$ cat src/rtl/modem_status_reg.sv
module modem_status_reg #(
  parameter int SYNC_STAGES = 2
) (
  input  logic       clk,
  input  logic       rst_n,
  input  logic       cts_n_i,
  input  logic       dsr_n_i,
  input  logic       ri_n_i,
  input  logic       dcd_n_i,
  input  logic       loopback,
  input  logic       mcr_rts,
  input  logic       mcr_dtr,
  input  logic       mcr_out1,
  input  logic       mcr_out2,
  input  logic       msi_en,
  input  logic       rd_stb,
  output logic [7:0] rd_data,
  output logic       irq
);
  localparam int NL = 4;
  localparam int RI = 2;

  logic [NL-1:0] pins_n;
  logic [NL-1:0] sync_q [SYNC_STAGES];
  logic [NL-1:0] live, prev_q, delta, flags_q;

  assign pins_n = {dcd_n_i, ri_n_i, dsr_n_i, cts_n_i};

  always_ff @(posedge clk or negedge rst_n) begin
    if (!rst_n) begin
      for (int i = 0; i < SYNC_STAGES; i++) sync_q[i] <= '1;
    end else begin
      sync_q[0] <= pins_n;
      for (int i = 1; i < SYNC_STAGES; i++) sync_q[i] <= sync_q[i-1];
    end
  end

  assign live = loopback ? {mcr_out2, mcr_out1, mcr_dtr, mcr_rts}
                         : ~sync_q[SYNC_STAGES-1];

  always_comb begin
    delta     = prev_q ^ live;
    delta[RI] = prev_q[RI] & ~live[RI];
  end

  always_ff @(posedge clk or negedge rst_n) begin
    if (!rst_n) begin
      prev_q  <= '0;
      flags_q <= '0;
    end else begin
      prev_q  <= live;
      flags_q <= (rd_stb ? '0 : flags_q) | delta;
    end
  end

  assign rd_data = {live, flags_q};
  assign irq     = msi_en & (|flags_q);
endmodule


$ cat config.mk
export PLATFORM = sky130hd
export DESIGN_NAME = modem_status_reg
export DESIGN_NICKNAME = d
export VERILOG_FILES = /design/src/rtl/modem_status_reg.sv
export SDC_FILE = /design/constraint.sdc
export NUM_CORES = 1
export LEC_CHECK = 0
export BUFFER_PORTS_ARGS = -buffer_cell sky130_fd_sc_hd__buf_2
export CAP_MARGIN = 20
export CORE_AREA = 4 4 41 43
export CTS_BUF_LIST = sky130_fd_sc_hd__clkbuf_2 sky130_fd_sc_hd__clkbuf_4 sky130_fd_sc_hd__clkbuf_8
export CTS_CLUSTER_DIAMETER = 40
export DETAILED_ROUTE_END_ITERATION = 7
export DIE_AREA = 0 0 45 47
export PLACE_DENSITY = 0.7
export SYNTH_ARGS = -nofsm -noshare
export SYNTH_HDL_FRONTEND = slang
export SYNTH_SLANG_ARGS = --single-unit
$ cat constraint.sdc
create_clock -name clk -period 1.1 [get_ports clk]
set_input_delay 0.22 -clock clk [delete_from_list [all_inputs] [get_ports clk]]
set_output_delay 0.22 -clock clk [all_outputs]
set_load 0.01 [all_outputs]
# Word-level counts from Yosys, hierarchy flattened
# Cells that the tools add are included.
# W data, S select, Z words.
[word_totals]
ff_bits = 16
latch_bits = 0
ram_bits = 0
romBits = 0
input_bits = 13
output_inout_bits = 9
wordCells = 13
memories = 0
[op_classes]
addsub = 0
n_mul = 0
n_div = 0
n_lt_le_gt_ge = 0
n_eq_ne = 0
n_shift = 0
n_mux = 2
bitwise = 6
reduce_logical = 1
[ops]
columns = ["op", "count"]
rows = [
  ["$mux W4", 2],
  ["$not A4 Y4", 1],
  ["$or A4 B4 Y4", 1],
  ["$reduce_or A4 Y1", 1],
  ["$xor A4 B4 Y4", 1],
  ["$and A1 B1 Y1", 2],
  ["$not A1 Y1", 1],
]

# Depth between registers and ports, before layout
[depth]
depth_word = 5
depth_mapped = 3
mapped_depth_nobuf = 3

# Worst setup path before layout
# OpenSTA, ideal clock, no wires.
[synth_path]
path_kind = "reg2out"
from = "register flags_q[0]"
to = "output irq"
t_arrival_ps = 863
slack_ps = 17
stages_incl_launch_ff = 2
n_path_buf = 0
cell_sequence = "dfrtp_1 > o41a_1"
[synth_via]
elab_chain_cells = 2
[synth_lines]
columns = ["item", "line", "rtl"]
rows = [
  ["start, declared", "25", "logic [NL-1:0] live, prev_q, delta, flags_q;"],
  ["start signal, assigned", "52", "flags_q <= (rd_stb ? '0 : flags_q) | delta;"],
  ["$reduce_or A4 Y1", "57", "assign irq = msi_en & (|flags_q);"],
  ["$and A1 B1 Y1", "57", ""],
  ["end, declared", "18", "output logic irq"],
]
# Every way passes these cells.

# Final worst setup path
# Ends and elaborated chain as after synthesis.

==> impl_metrics.csv <==
group,metric,value,unit
pwr,leakage,0.3818,nW
clocking,clock_latency,0.28,ns
detailed_routing,vias,385,
synth,ys_types,10,
floorplanning,fp.dieH,47,µm
grt,grt_max_degree,17,
clocking,cts_tree,"done",
timing,slew_headroom,77.97,%
synth,synth.largest_area_cell,"dfstp_2",
clocking,h-tree-depth,1,
grt,grt_pass1_wl,1.469,mm
place,dp_cells,81,
synth,syn_nets,53,
worst_setup_path,cp-end-kind,"primary output",
synth,ys_warn_count,0,
timing,slew_viol_final,0,
detailed_routing,wl_per_cell,9.988,µm
job,max_cap_viol_count,0,
final_layout,final_cell_mix,"buf_2 (20), dfrtp_1 (8), dfstp_2 (8), nor2b_1 (6), buf_4 (4)",
floorplanning,core,1301,µm²
detailed_routing,drc,0,
timing,post-route-period-util,131.7,%
worst_setup_path,reg2regPathDepth,3,
timing,finalSetupTns,-0.8585,ns
synth,syn_inst,40,
synth,synth_top_family_by_area,"simple AND/OR/NAND/NOR gates",
pwr,powerDensity,1553,nW/µm²
detailed_routing,avgViaCountPerCell,4.477,
final_layout,diodes,0,
worst_setup_path,critPathKind,"reg -> out",
detailed_routing,drt_first_pass_iters,1,
grt,grt_usage,10.39,%
synth,synth-seq-area-share,74.04,%
timing,setup_slack,-0.3489,ns
detailed_routing,drt_wl_total,859,µm
worst_setup_path,cp.arrival,1.23,ns
final_layout,mostFrequentLayoutCell,"buf_2",
grt,antenna_found_initial,0,
place,dp_hpwl,673.7,µm
timing,skew,0.003098,ns
clocking,numCtsBuffers,3,
timing,max_freq,690.2,MHz
timing,whs,0.03046,ns
clocking,numClockSinks,16,
final_layout,fin_area,787.0,µm²
synth,synthMuxAreaShare,7.223,%
synth,synth-xor-area-share,0,%
synth,synth-compound-area-share,5.869,%
timing,worst_pin_slew,0.3305,ns
timing,finalSetupViolations,6,
synth,syn_area_per_cell,13.86,µm²
synth,ys_seq_elements,16,
worst_hold_path,hp-class,"in -> reg",
final_layout,fin_nets,85,
floorplanning,die_x,45,µm
run_status,violations,"negative setup slack",
worst_setup_path,required,0.88,ns
final_layout,drive_gt1_share,59.15,%
clocking,path_clk_slew,0.08,ns
grt,first_global_vias,365,
synth,synth_adder_area_share,0,%
pwr,peakVddDrop,0.0008984,V
synth,synth_area_leaders,"dfstp_2 (38%), dfrtp_1 (36%), mux2i_1 (7.2%)",
worst_setup_path,start_kind,"flop",
floorplanning,ioPinCount,22,
detailed_routing,drt-initial-drc-count,0,
clocking,clockRootBuffer,"clkbuf_4",
place,pre_cts_slack,-0.03885,ns
place,gp_congestion,0.6564,
worst_setup_path,path_max_fanout,3,
floorplanning,start_util,42.60,%
timing,min_period,1.449,ns
grt,grt.overflow.total,0,
final_layout,layout.cells.non_filler,86,
synth,synth.top_cell.area_share,37.92,%
synth,yosys.area_share.simple,10.84,%
synth,syn_area,554.3,µm²
final_layout,syn_to_final_growth,41.99,%
timing,hold_viol,0,
detailed_routing,drtAntennaViolNets,0,
clocking,cts_buffer_depth,2,
run_status,status,"complete, but fails checks",
floorplanning,rows,13,
floorplanning,die_area,2115,µm²
worst_hold_path,worstHoldPathCells,1,
place,numPortBuffers,21,
timing,rsz0062_at_grt,"true",
place,placed_area,715.7,µm²
[cells by family after synthesis]
| logic type | Yosys count |
|---|---|
| compound gates | 5 |
| flops | 16 |
| simple gates | 12 |
| mux | 4 |
| buf+inv | 3 |
[worst max-delay path, cell delays in order (launching register included)]
cell	delay, ns
dfrtp_1	0.39
o41a_1	0.41
buf_2	0.14
[area by class of cell]
class	instances	area, µm²
fill	118	514.2
tap	15	18.77
sequential	16	410.4
inverter	3	11.26
timing repair buffer	27	162.7
multi-input combinational	21	147.6
clock buffer	4	36.28
[routing by layer]
| metal | up-vias | GRT usage, % | part of all wire, % |
|---|---|---|---|
| li1 | 191 | - | - |
| met1 | 176 | 11.08 | 37 |
| met2 | 16 | 16.67 | 50 |
| met3 | 2 | 6.897 | 11 |
| met4 | 0 | 3.509 | 1.4 |
| met5 | - | 0 | 0 |
[state kept, by name (all words and copies together), names as in the netlist]
signal	count
sync_q	8
flags_q	4
prev_q	4
[per-stage QoR]
| step | utilization [%] | power, mW |
|---|---|---|
| detailed placement | 55.00 | 0.8466 |
| global placement | 55.00 | 0.8415 |
| global route | 60.48 | 1.298 |
| finish | 60.48 | 1.222 |
| CTS | 60.77 | 1.245 |
| floorplan | - | 0.7458 |
[synthesized netlist by cell type (all sizes together)]
library cell / instances
nor2b: 6
o41a: 1
dfrtp: 8
inv: 3
mux2i: 4
nand2: 3
o21ai: 3
o22ai: 1
dfstp: 8
nor2: 3
[final timing paths]
| check | slack, ns | end | from |
|---|---|---|---|
| setup / recovery | -0.35 | irq | flags_q[0] |
| hold reg to reg | 0.36 | sync_q[1] | sync_q[5] |
| setup reg to reg | 0.16 | flags_q[1] | sync_q[1] |
| max in group asynchronous | 0.45 | sync_q[4] | rst_n |
| min in group asynchronous | 0.36 | prev_q[2] | rst_n |
| hold / removal | 0.03 | sync_q[4] | cts_n_i |
[what timing repair did]
item	4_1_cts	5_1_grt
resized for setup	8	1
hold buffers	1	0
setup buffers	1	0
endpoints found under the hold margin	8	0
setup endpoints to repair	6	7
[where the power goes]
| part | total (mW) | switching, mW | internal [mW] | leakage [nW] |
|---|---|---|---|---|
| Clock | 0.367 | 0.166 | 0.201 | 0.0210 |
| Sequential | 0.667 | 0.0219 | 0.645 | 0.176 |
| Combinational | 0.188 | 0.0864 | 0.101 | 0.185 |
| Total | 1.22 | 0.274 | 0.948 | 0.382 |
(Power assumes the default switching activity.)
